===== config.mk =====
export PLATFORM = sky130hd
export DESIGN_NAME = seg_scan6
export DESIGN_NICKNAME = d
export VERILOG_FILES = /design/src/rtl/seg_scan_pkg.sv /design/src/rtl/scan_tick_gen.sv /design/src/rtl/scan_slot_ctr.sv /design/src/rtl/seg_bcd_decode.sv /design/src/rtl/seg_scan6.sv
export SDC_FILE = /design/constraint.sdc
export NUM_CORES = 1
export LEC_CHECK = 0
export BUFFER_PORTS_ARGS = -buffer_cell sky130_fd_sc_hd__buf_2
export CORE_UTILIZATION = 56
export CTS_CLUSTER_DIAMETER = 200
export DETAILED_ROUTE_END_ITERATION = 8
export GPL_TIMING_DRIVEN = 1
export PLACE_DENSITY = 0.95
export SLEW_MARGIN = 30
export SYNTH_ARGS = -nofsm -noshare
export SYNTH_HDL_FRONTEND = slang
export SYNTH_SLANG_ARGS = --single-unit

===== constraint.sdc =====
create_clock -name clk -period 3.3 [get_ports clk]
set_input_delay 0.33 -clock clk [delete_from_list [all_inputs] [get_ports clk]]
set_output_delay 0.33 -clock clk [all_outputs]
set_load 0.005 [all_outputs]

===== src/rtl/seg_scan_pkg.sv =====
package seg_scan_pkg;
  localparam int SEG_W = 7;
  localparam int BCD_W = 4;
  typedef logic [SEG_W-1:0] seg_t;
  typedef logic [BCD_W-1:0] bcd_t;
endpackage


===== src/rtl/scan_tick_gen.sv =====
module scan_tick_gen #(
  parameter int SLOT_CYCLES = 125000
) (
  input  logic clk,
  input  logic rst,
  output logic tick
);
  localparam int CW = (SLOT_CYCLES > 1) ? $clog2(SLOT_CYCLES) : 1;
  localparam logic [CW-1:0] LAST = CW'(SLOT_CYCLES - 1);

  logic [CW-1:0] cnt;

  always_ff @(posedge clk) begin
    if (rst) begin
      cnt <= '0;
    end else if (cnt == LAST) begin
      cnt <= '0;
    end else begin
      cnt <= cnt + 1'b1;
    end
  end

  assign tick = (cnt == LAST);
endmodule


===== src/rtl/scan_slot_ctr.sv =====
module scan_slot_ctr #(
  parameter int NUM_DIGITS = 6,
  parameter int SW = (NUM_DIGITS > 1) ? $clog2(NUM_DIGITS) : 1
) (
  input  logic          clk,
  input  logic          rst,
  input  logic          advance,
  output logic [SW-1:0] slot
);
  localparam logic [SW-1:0] LAST = SW'(NUM_DIGITS - 1);

  always_ff @(posedge clk) begin
    if (rst) begin
      slot <= '0;
    end else if (advance) begin
      slot <= (slot == LAST) ? '0 : slot + 1'b1;
    end
  end
endmodule


===== src/rtl/seg_bcd_decode.sv =====
module seg_bcd_decode
  import seg_scan_pkg::*;
(
  input  bcd_t code,
  output seg_t segs
);
  always_comb begin
    case (code)
      4'd0:    segs = 7'h3F;
      4'd1:    segs = 7'h06;
      4'd2:    segs = 7'h5B;
      4'd3:    segs = 7'h4F;
      4'd4:    segs = 7'h66;
      4'd5:    segs = 7'h6D;
      4'd6:    segs = 7'h7D;
      4'd7:    segs = 7'h07;
      4'd8:    segs = 7'h7F;
      4'd9:    segs = 7'h6F;
      default: segs = 7'h00;
    endcase
  end
endmodule


===== src/rtl/seg_scan6.sv =====
module seg_scan6
  import seg_scan_pkg::*;
#(
  parameter int NUM_DIGITS  = 6,
  parameter int SLOT_CYCLES = 125000
) (
  input  logic                        clk,
  input  logic                        rst,
  input  logic [NUM_DIGITS*BCD_W-1:0] digit_bcd,
  input  logic [NUM_DIGITS-1:0]       dp_in,
  output logic [SEG_W-1:0]            seg_out,
  output logic                        dp_out,
  output logic [NUM_DIGITS-1:0]       dig_sel_n
);
  localparam int SW = (NUM_DIGITS > 1) ? $clog2(NUM_DIGITS) : 1;

  logic          tick;
  logic [SW-1:0] slot;
  bcd_t          cur_code;
  seg_t          cur_segs;
  logic [NUM_DIGITS-1:0] sel_n_next;

  scan_tick_gen #(.SLOT_CYCLES(SLOT_CYCLES)) u_tick (
    .clk(clk), .rst(rst), .tick(tick)
  );

  scan_slot_ctr #(.NUM_DIGITS(NUM_DIGITS), .SW(SW)) u_slot (
    .clk(clk), .rst(rst), .advance(tick), .slot(slot)
  );

  assign cur_code = digit_bcd[slot*BCD_W +: BCD_W];

  seg_bcd_decode u_dec (
    .code(cur_code), .segs(cur_segs)
  );

  for (genvar i = 0; i < NUM_DIGITS; i++) begin : g_sel
    assign sel_n_next[i] = (slot != SW'(i));
  end

  always_ff @(posedge clk) begin
    if (rst) begin
      seg_out   <= '0;
      dp_out    <= 1'b0;
      dig_sel_n <= '1;
    end else begin
      seg_out   <= cur_segs;
      dp_out    <= dp_in[slot];
      dig_sel_n <= sel_n_next;
    end
  end
endmodule


# Yosys cells after proc, flatten, opt, wreduce, memory -nomap -nowiden

Memory sizes are Yosys's and may differ from the RTL's. A register that Yosys moved wholly into a read port is not among the register bits.
Index checks and enable logic that the tools add are counted.

Register bits after elaboration: 27
Latch bits: 0
RAM bits: 0
Bits in read-only memories: 112
Input bits: 32
Output and inout port bits: 14
Word-level logic and storage cells: 21
Memories kept: 1

Add/subtract/negate cells: 2
Multiply operators: 0
Divide/modulo/power cells: 0
$lt $le $gt $ge: 1
Equality and inequality tests: 7
Shift operators: 1
Mux-type cells: 3
Bitwise operators: 0
Reductions and logical operators: 2

Memory list:

| memory          | depth | width | rd ports | clocked after Yosys merged registers in | wr ports | RTL line            | source |
|---|---|---|---|---|---|---|---|
| (no name shown) | 16    | 7     | 1        | 1                                       | 0        | seg_bcd_decode.sv:8 | `case (code)` |

Operators by type and width:

| operator              | number |
|---|---|
| $shiftx 24x6->4       | 1 |
| $add 17x1->17 const B | 1 |
| $eq 17x17->1 const B  | 1 |
| $ne 3x2->1 const B    | 2 |
| $ne 3x3->1 const B    | 2 |
| $lt 3x4->1 const B    | 1 |
| $add 3x1->3 const B   | 1 |
| $bmux 1 s3            | 1 |
| $eq 3x3->1 const B    | 1 |
| $mux 3                | 1 |
| $ne 3x1->1 const B    | 1 |
| $reduce_bool 3->1     | 1 |
| $reduce_or 2->1       | 1 |
| $mux 1                | 1 |

# Logic depth before layout (Yosys ltp)

Gate-level depths: netlist of the first run.

Word-level depth: 2
Depth in mapped cells: 10
Gate-level depth less buffers: 9

# Modules after synthesis

Synthesis of the first run repeated with hierarchy kept, for this count alone.

Cells, all modules: 187
Area total of the unflattened synthesis: 1,759.2 um2

By module, submodules not included:

| module         | times used | cells an instance | area each (um2) | sequential area each (um2) |
|---|---|---|---|---|
| scan_tick_gen  | 1          | 90                | 800.8           | 340.3 |
| seg_scan6      | 1          | 60                | 634.4           | 280.3 |
| seg_bcd_decode | 1          | 26                | 201.4           | 0.0 |
| scan_slot_ctr  | 1          | 11                | 122.6           | 60.1 |

# Worst setup path before layout of the first run

Ideal clock, no wire load.

Path type: reg-to-reg
Start point: reg u_slot.slot[1]
End point: reg seg_out[0]
Library setup time: 0.074 ns
Arrival: 1.897 ns
Data required time: 3.226 ns
Setup slack: 1.329 ns
Stages on the path, launching flop included: 10
Buffers on the path: 2
Period minus slack after synthesis: 1.971 ns
Cell sequence: dfxtp_1 > buf_6 > buf_2 > o21ai_0 > a21oi_1 > o22ai_1 > inv_1 > ha_1 > or3_1 > a31oi_1

Word-level cells in the longest chain between the ends: 1

RTL lines:

| what                   | RTL line            | source |
|---|---|---|
| start, declared        | scan_slot_ctr.sv:8  | `output logic [SW-1:0] slot` |
| start signal, assigned | scan_slot_ctr.sv:16 | `slot <= (slot == LAST) ? '0 : slot + 1'b1;` |
| $shiftx 24x6->4        | seg_scan6.sv:31     | `assign cur_code = digit_bcd[slot*BCD_W +: BCD_W];` |
| end, declared          | seg_scan6.sv:11     | `output logic [SEG_W-1:0] seg_out,` |

No other way between the ends.
A chain may end at the register's enable or synchronous reset.

# Final worst setup path of the first run

Start point: reg u_slot.slot[1]
End point: reg seg_out[5]

The elaborated chain is that of the path after synthesis.

==> impl_metrics.tcl, run 1 <==
set metrics [dict create \
    grt_max_degree 21 \
    ys_async_sr_fraction_pct 0 \
    ant_nets 0 \
    hold_slack_ns 0.243 \
    final_max_slew_viol_count 0 \
    timing.rr.end "seg_out[5]" \
    hold_class "primary input to flop" \
    status "completed" \
    critPathRequiredTime_ns 3.57 \
    arrival_ns 2.79 \
    numPortBuffers 45 \
    r2r_start "u_slot.slot[1]" \
    critPathLaunchType "flop" \
    final_cell_mix "buf_2 (45), dfxtp_1 (34), nor2_1 (30)" \
    placementRows 19 \
    cp-endpoint "seg_out[5]" \
    cts_sinks 34 \
    drv_cap 0 \
    leakage_nw 0.853 \
    ys_types 43 \
    core_sq_mm 0.00285 \
    startpoint "u_slot.slot[1]" \
    dieArea_sq_mm 0.00335 \
    clk_path_buf_depth 2 \
    htreeDepth 2 \
    synthesis.nets 237 \
    final.setup.tns_ns 0 \
    clk_pin_slew_worst_paths_ns 0.11 \
    finalHoldViolations 0 \
    met3_wirelength_um 117 \
    num_vias 1490 \
    die_h_um 57.9 \
    synthToLayoutAreaGrowth_pct 16.1 \
    cts_buffers 5 \
    slew_headroom_pct 54.3 \
    setup_viol 0 \
    grt_pass1_vias 1433 \
    vias_per_cell 5.48 \
    path_max_fanout 20 \
    dp_hpwl_um 2630 \
    ir_worst_vdd_v 0.000238 \
    grt_overflow 0 \
    post_cts.repair.setup_buffers 0 \
    die_w_um 57.9 \
    ys.flop_type "dfxtp_1" \
    wl_per_cell_um 12.9 \
    post_cts_resized 0 \
    antenna_found_initial 0 \
    power_w 0.000745 \
    wl_met2_um 1830 \
    regToRegSetupSlack_ns 0.78 \
    rsz0062_at_grt "no" \
    post-route-min-period_ns 2.52 \
    grt_usage_pct 23.1 \
    mostFrequentLayoutCell "buf_2" \
    drive_gt1_share_pct 25.7 \
    synth-warning-count 0 \
    synth_edf_count 0 \
    power-per-cell-area_mw_per_mm2 366 \
    ctsHoldBuffers 0 \
    drtIter0Drc 40 \
    skew_ns 0.00970 \
    clock.fmax_ghz 0.398 \
    cp-end-kind "flop" \
    top_layer "met4" \
    post-route-period-util_pct 76.2 \
    ys_ff_latch 34 \
    first_pass_iters 5 \
    drt-total-wl_um 3520 \
    synth_area_leaders "dfxtp_1 (39%), ha_1 (6.4%), nor2_1 (6.4%)" \
    place_congestion 0.882 \
    grt_pass1_wl_um 5930 \
    io_pins 46 \
    cts_root_buf "clkbuf_4" \
    wl_met1_um 1490 \
    yosysTopAreaCell "dfxtp_1" \
    netlist.area_leader.share_pct 38.9 \
    syn_inst 196 \
    layout.nets 281 \
    rr_worst_depth 7 \
    tightest_slew_ns 0.685 \
    cts_tree "yes" \
    syn_avg_cell_area_sq_um 8.93 \
    route.detailed.drc 0 \
    start_util_pct 61.4 \
    path_class "flop to flop" \
    antenna_cells 0 \
    clk_latency_ns 0.34 \
    synth-seq-area-share_pct 38.9 \
    synth_area_sq_mm 0.00175 \
]
-- per-stage QoR --
step | cell area [sq um] | std cells | utilization, % | worst slack (ns)
final | 2030 | 272 | 71.2 | 0.785
after global placement | 1970 | 264 | 69.0 | 0.966
after floorplan | 1750 | 196 | - | 1.33
after global routing | 2030 | 272 | 71.2 | 0.568
after detailed placement | 1970 | 264 | 69.0 | 0.830
after CTS | 2030 | 272 | 71.2 | 0.793
-- layer usage --
layer,vias up,track usage (%)
met5,-,0
met4,0,8.50
met3,7,6.47
met2,34,43.0
met1,684,24.7
li1,765,-
-- cells by family after synthesis --
logic type	Yosys count	synth area share, %
DFF	34	38.9
adders and majority gates	9	6.43
muxes	9	6.22
and+or+nand+nor	85	25.5
AOI/OAI and AO/OA	26	10.4
xor gates and xnor gates	16	8.01
buffers and inverters	17	4.57
-- worst max-delay path: stages, from the launching register on --
cell,delay (ns)
dfxtp_1,0.78
mux2_2,0.40
a21oi_1,0.44
inv_1,0.17
ha_1,0.22
nor2_1,0.15
o21ai_0,0.11
a21oi_1,0.17
-- layout make-up --
cell class,instances,area (sq um)
Clock buffer,6,51.3
Clock inverter,2,12.5
Fill cell,229,821
Inverter,9,33.8
Multi-Input combinational cell,145,990
Sequential cell,34,681
Tap cell,31,38.8
Timing Repair Buffer,45,225
-- worst min path at each step --
| stage | from | end | cells after the start |
|---|---|---|---|
| CTS | dp_in[5] | dp_out | 3 |
| floorplan | u_tick.cnt[0] | u_tick.cnt[0] | 1 |
| finish | dp_in[5] | dp_out | 3 |
| detailed placement | u_tick.cnt[0] | u_tick.cnt[0] | 1 |
| global placement | u_tick.cnt[0] | u_tick.cnt[0] | 1 |
| global route | dp_in[5] | dp_out | 3 |
-- registers in the layout (all words and copies together), names as in the netlist --
register     flops
u_slot.slot      3
seg_out          7
dp_out           1
dig_sel_n        6
u_tick.cnt      17
-- power by group --
part           internal [W]  leakage (nW)  total (W)  switching, W
Clock              0.000102        0.0343   0.000243      0.000141
Combinational     0.0000372         0.542  0.0000749     0.0000377
Sequential         0.000421         0.277   0.000426    0.00000569
-- Yosys cell counts, drive strengths merged (2+ instances only) --
cell type	number
dfxtp	34
nor2	30
nand3	15
xor2	11
a21oi	10
ha	9
inv	9
nand2	7
buf	6
mux2i	6
nand2b	5
o21ai	5
xnor2	5
and3	4
nand3b	4
nand4	4
or3	4
and2	3
o22ai	3
a31oi	2
clkbuf	2
mux2	2
nor2b	2
nor4b	2
(Power assumes the default switching activity.)
==> inputs of run 2 (changes only) <==
--- a/config.mk
+++ b/config.mk
@@ -6,11 +6,11 @@
 export NUM_CORES = 1
 export LEC_CHECK = 0
 export BUFFER_PORTS_ARGS = -buffer_cell sky130_fd_sc_hd__buf_2
-export CORE_UTILIZATION = 56
+export CORE_UTILIZATION = 52
 export CTS_CLUSTER_DIAMETER = 200
 export DETAILED_ROUTE_END_ITERATION = 8
 export GPL_TIMING_DRIVEN = 1
-export PLACE_DENSITY = 0.95
+export PLACE_DENSITY = 0.9
 export SLEW_MARGIN = 30
 export SYNTH_ARGS = -nofsm -noshare
 export SYNTH_HDL_FRONTEND = slang
==> constraint.sdc (replaced) <==
create_clock -name clk -period 2.57 [get_ports clk]
set_input_delay 0.257 -clock clk [delete_from_list [all_inputs] [get_ports clk]]
set_output_delay 0.257 -clock clk [all_outputs]
set_load 0.005 [all_outputs]
==> run 2 against run 1 <==
Via count grew 3.4%; largest cell class unchanged; design area grew 4.0%; non-clock buffer count grew 3; final cell count grew 5.9%; sequential power grew 28%; maximum frequency grew 11%; sequential share of layout area shrank 1.3 points; clock skew is essentially flat; flip-flop and latch count is the same; critical path type unchanged; critical path depth grew 1.
==> impl_metrics.tcl, run 2 (same netlist as run 1, synthesis figures left out) <==
set metrics [dict create \
    place_area_sq_mm 0.00201 \
    p_comb_share_pct 8.6 \
    core_sq_mm 0.00313 \
    hold_class "primary input to flop" \
    final.setup.tns_ns 0 \
    ir_worst_vdd_v 0.000263 \
    final_util_pct 67.6 \
    final_max_slew_viol_count 0 \
    p_int_w 0.000893 \
    place_congestion 0.840 \
    largest-register "u_tick.cnt" \
    wl_per_cell_um 12.1 \
    rr_worst_depth 8 \
    clk_latency_ns 0.34 \
    io_pins 46 \
    cp_cell_sequence "mux2i_1, nor2_1, a21oi_1, o22ai_1, inv_1, ha_1, or3_1, a31oi_1" \
    hp-start "dp_in[5]" \
    largest_register_ffs 17 \
    slew_headroom_pct 61.1 \
    final_cell_mix "buf_2 (45), dfxtp_1 (34), nor2_1 (30)" \
    regToRegSetupSlack_ns 0.31 \
    antenna_cells 0 \
    first_pass_iters 5 \
    start_util_pct 56.0 \
    leakage_nw 0.890 \
    slowest_stage "dfxtp_1" \
    fillCellCount 254 \
    synthToLayoutAreaGrowth_pct 20.7 \
    route.detailed.drc 0 \
    swShare_pct 21.3 \
    path_class "flop to flop" \
    finalHoldViolations 0 \
    vias_per_cell 5.35 \
    post_cts.repair.setup_buffers 0 \
    clock.fmax_ghz 0.443 \
    ant_nets 0 \
    clk_pin_slew_worst_paths_ns 0.11 \
    p_switching_w 0.000242 \
    htreeDepth 2 \
    hold_depth 3 \
    post-route-period-util_pct 87.8 \
    holdPathEnd "dp_out" \
    grt_max_degree 19 \
    setup_viol 0 \
    critPathRequiredTime_ns 2.84 \
    cts_sinks 34 \
    ctsHoldBuffers 0 \
    top_regs "u_tick.cnt (17), seg_out (7), dig_sel_n (6)" \
    grt_pass1_wl_um 5780 \
    arrival_ns 2.53 \
    mostFrequentLayoutCell "buf_2" \
    layout.nets 284 \
    tightest_slew_ns 0.583 \
    critPathLaunchType "flop" \
    skew_ns 0.00938 \
    placementRows 20 \
    antenna_found_initial 0 \
    drive_gt1_share_pct 26.6 \
    post_cts_resized 0 \
    cp-end-kind "flop" \
    numPortBuffers 45 \
    cts_tree "yes" \
    clk_path_buf_depth 2 \
    path_max_fanout 13 \
    status "completed" \
    cts_root_buf "clkbuf_4" \
    drt-total-wl_um 3490 \
    rsz0062_at_grt "no" \
    grt_usage_pct 21.6 \
    cts_buffers 5 \
    clkPwrFrac_pct 43.2 \
    timing.rr.end "seg_out[0]" \
    num_vias 1540 \
    grt_overflow 0 \
    grt_pass1_vias 1367 \
    die_h_um 60.0 \
    final_cell_area_sq_mm 0.00211 \
    post-route-min-period_ns 2.26 \
    seqPwrFrac_pct 48.2 \
    die_w_um 60.0 \
    dp_hpwl_um 2610 \
    drv_cap 0 \
    r2r_start "u_slot.slot[1]" \
    power-per-cell-area_mw_per_mm2 537 \
    drtIter0Drc 94 \
    dieArea_sq_mm 0.00360 \
    max_stage_delay_ns 0.65 \
]
-- run 2: how the worst max path moves through the flow --
| stage | slack (ns) | cells past startpoint | startpoint | to |
|---|---|---|---|---|
| 2_1_floorplan | 0.60 | 9 | u_slot.slot[1] | seg_out[0] |
| 6_report | 0.31 | 8 | u_slot.slot[1] | seg_out[0] |
| 3_5_place_dp | 0.33 | 8 | u_slot.slot[1] | seg_out[0] |
| 4_1_cts | 0.30 | 8 | u_slot.slot[1] | seg_out[0] |
| 5_1_grt | 0.09 | 8 | u_slot.slot[1] | seg_out[0] |
| 3_3_place_gp | 0.39 | 8 | u_slot.slot[1] | seg_out[0] |
-- run 2: metal layers --
layer / global-route usage, % / routed length, um
met1: 26.7 / 1510
met2: 35.7 / 1740
met3: 6.06 / 211
met4: 7.64 / 25
met5: 0 / 0
-- run 2: through the flow --
step                cells  hold slack [ns]  worst slack [ns]  total power, W
floorplan             196            0.427             0.599        0.000613
CTS                   288            0.179             0.300         0.00114
global route          288            0.201            0.0881         0.00119
global placement      280            0.473             0.393        0.000654
finish                288            0.176             0.313         0.00114
detailed placement    280            0.491             0.331        0.000657
-- run 2: power groups by stage --
| stage | combinational, W | clock [W] | sequential (W) |
|---|---|---|---|
| detailed placement | 0.0000975 | 0 | 0.000560 |
| global placement | 0.0000944 | 0 | 0.000560 |
| finish | 0.0000978 | 0.000490 | 0.000547 |
| CTS | 0.0000980 | 0.000498 | 0.000547 |
| floorplan | 0.0000529 | 0 | 0.000560 |
| global route | 0.000109 | 0.000529 | 0.000550 |
-- run 2: area by class of cell --
cell class              count  area (sq um)  share of cell area, %
clock inverters             3          68.8                   3.26
multi-input cells         145           990                   46.8
well taps                  44          55.1                   2.61
inverters                   9          33.8                   1.60
clock buffers               5          37.5                   1.78
flip-flops and latches     34           681                   32.2
repair buffers             48           248                   11.7
-- run 2: worst max-delay path, delay by kind of cell (launching register included) --
family                     cells  cell delay, ns
DFF                            1            0.65
AOI/OAI and AO/OA              3            0.51
and+or+nand+nor                2            0.50
adders and majority gates      1            0.22
buffers and inverters          1            0.17
muxes                          1            0.14
==> inputs of run 3 (changes only) <==
--- a/config.mk
+++ b/config.mk
@@ -6,8 +6,10 @@
 export NUM_CORES = 1
 export LEC_CHECK = 0
 export BUFFER_PORTS_ARGS = -buffer_cell sky130_fd_sc_hd__buf_2
+export CORE_ASPECT_RATIO = 0.5
 export CORE_UTILIZATION = 52
 export CTS_CLUSTER_DIAMETER = 200
+export CTS_CLUSTER_SIZE = 28
 export DETAILED_ROUTE_END_ITERATION = 8
 export GPL_TIMING_DRIVEN = 1
 export PLACE_DENSITY = 0.9
==> run 3 against run 2 <==
Flip-flop and latch count unchanged; worst setup slack got worse by 0.12 ns; utilization up 0.96 points; critical path type unchanged; critical endpoint is now seg_out[1].
==> impl_metrics.tcl, run 3 (same netlist as run 1, synthesis figures left out) <==
set metrics [dict create \
    start_util_pct 56.5 \
    ir_worst_vdd_v 0.000253 \
    post_cts.repair.setup_buffers 0 \
    max_stage_delay_ns 0.45 \
    numPortBuffers 45 \
    grt_max_degree 19 \
    arrival_ns 2.54 \
    drtIter0Drc 81 \
    die_w_um 84.1 \
    swShare_pct 20.5 \
    clk_latency_ns 0.28 \
    cp-end-kind "flop" \
    fillCellCount 230 \
    drt-total-wl_um 3900 \
    r2r_start "u_slot.slot[1]" \
    rr_worst_depth 7 \
    core_sq_mm 0.00310 \
    vias_per_cell 5.45 \
    placementRows 14 \
    mostFrequentLayoutCell "buf_2" \
    layout.nets 282 \
    skew_ns 0.00747 \
    setup_viol 0 \
    power-per-cell-area_mw_per_mm2 578 \
    final_max_slew_viol_count 0 \
    seqPwrFrac_pct 44.7 \
    final_cell_mix "buf_2 (45), dfxtp_1 (34), nor2_1 (30)" \
    leakage_nw 0.892 \
    cts_sinks 34 \
    ant_nets 0 \
    p_int_w 0.000977 \
    path_max_fanout 12 \
    cp-endpoint "seg_out[1]" \
    largest_register_ffs 17 \
    grt_overflow 0 \
    finalHoldViolations 0 \
    post_cts_resized 0 \
    hold_class "primary input to flop" \
    grt_usage_pct 23.5 \
    post-route-period-util_pct 92.7 \
    clk_pin_slew_worst_paths_ns 0.07 \
    status "completed" \
    ctsHoldBuffers 0 \
    cp_cell_sequence "buf_4, nor2b_1, a21oi_1, o22ai_1, inv_1, ha_1, o32ai_1" \
    post-route-min-period_ns 2.38 \
    antenna_found_initial 0 \
    synthToLayoutAreaGrowth_pct 21.4 \
    drive_gt1_share_pct 26.0 \
    tightest_slew_ns 0.611 \
    wl_per_cell_um 13.8 \
    drv_cap 0 \
    placedCellCount 274 \
    die_h_um 43.0 \
    clk_path_buf_depth 2 \
    final_cells 282 \
    first_pass_iters 4 \
    regToRegSetupSlack_ns 0.19 \
    num_vias 1537 \
    grt_pass1_wl_um 6620 \
    p_switching_w 0.000252 \
    final_util_pct 68.5 \
    timing.rr.end "seg_out[1]" \
    io_pins 46 \
    dp_hpwl_um 2820 \
    startpoint "u_slot.slot[1]" \
    antenna_cells 0 \
    place_congestion 0.792 \
    clkPwrFrac_pct 47.3 \
    clock.fmax_ghz 0.420 \
    slew_headroom_pct 59.3 \
    route.detailed.drc 0 \
    grt_pass1_vias 1521 \
    rsz0062_at_grt "no" \
    largest-register "u_tick.cnt" \
    final.setup.tns_ns 0 \
    htreeDepth 2 \
    top_regs "u_tick.cnt (17), seg_out (7), dig_sel_n (6)" \
    critPathLaunchType "flop" \
    p_comb_share_pct 8.0 \
    dieArea_sq_mm 0.00362 \
    cts_buffers 5 \
    path_class "flop to flop" \
    cts_root_buf "clkbuf_8" \
    critPathRequiredTime_ns 2.73 \
    slowest_stage "dfxtp_1" \
    cts_tree "yes" \
]
## run 3: cell types whose count changed in the layout (fill, tap and decap cells not counted)
cell	previous run	this run
buf_4	3	1
clkbuf_4	5	0
clkbuf_8	0	5
## run 3: stage by stage
stage / setup slack [ns] / instance area [sq um] / total power, W / hold WS (ns)
3_5_place_dp: 0.235 / 1990 / 0.000658 / 0.492
5_1_grt: 0.0320 / 2120 / 0.00127 / 0.282
6_report: 0.188 / 2120 / 0.00123 / 0.269
4_1_cts: 0.219 / 2120 / 0.00124 / 0.268
2_1_floorplan: 0.599 / 1750 / 0.000613 / 0.427
3_3_place_gp: 0.331 / 1990 / 0.000651 / 0.471
## run 3: power groups by stage
stage / registers, W / clock network (W) / logic [W]
3_5_place_dp: 0.000560 / 0 / 0.0000974
5_1_grt: 0.000550 / 0.000614 / 0.000110
2_1_floorplan: 0.000560 / 0 / 0.0000529
6_report: 0.000549 / 0.000581 / 0.0000989
3_3_place_gp: 0.000559 / 0 / 0.0000916
4_1_cts: 0.000549 / 0.000591 / 0.0000991
## run 3: layout make-up
cell class	instances	area [sq um]	area share [%]
clock buffers	5	68.8	3.24
multi-input cells	145	990	46.6
clock inverters	3	68.8	3.24
well taps	40	50.0	2.36
flip-flops and latches	34	681	32.0
inverters	9	33.8	1.59
repair buffers	46	233	11.0
## run 3: worst max-delay path: cells and delay by family, from the launching register on
| family | cells | cell delay [ns] |
|---|---|---|
| compound gates | 3 | 0.81 |
| flops | 1 | 0.45 |
| buf+inv | 2 | 0.41 |
| fa+ha+maj | 1 | 0.35 |
| simple gates | 1 | 0.23 |
## run 3: worst min path at each step
stage / start / endpoint / slack (ns) / cells after the start
floorplan: dp_in[5] / dp_out / 0.43 / 2
global placement: u_tick.cnt[0] / u_tick.cnt[0] / 0.47 / 1
detailed placement: u_tick.cnt[0] / u_tick.cnt[0] / 0.49 / 1
CTS: dp_in[5] / dp_out / 0.27 / 3
global route: dp_in[5] / dp_out / 0.28 / 3
finish: dp_in[5] / dp_out / 0.27 / 3
## run 3: layer usage
layer  routed length [um]  global-route usage, %  vias up
li1                     -                      -      770
met1                 1680                   25.8      730
met2                 2040                   43.9       31
met3                  125                   5.25        6
met4                   51                   11.4        0
met5                    0                      0        -
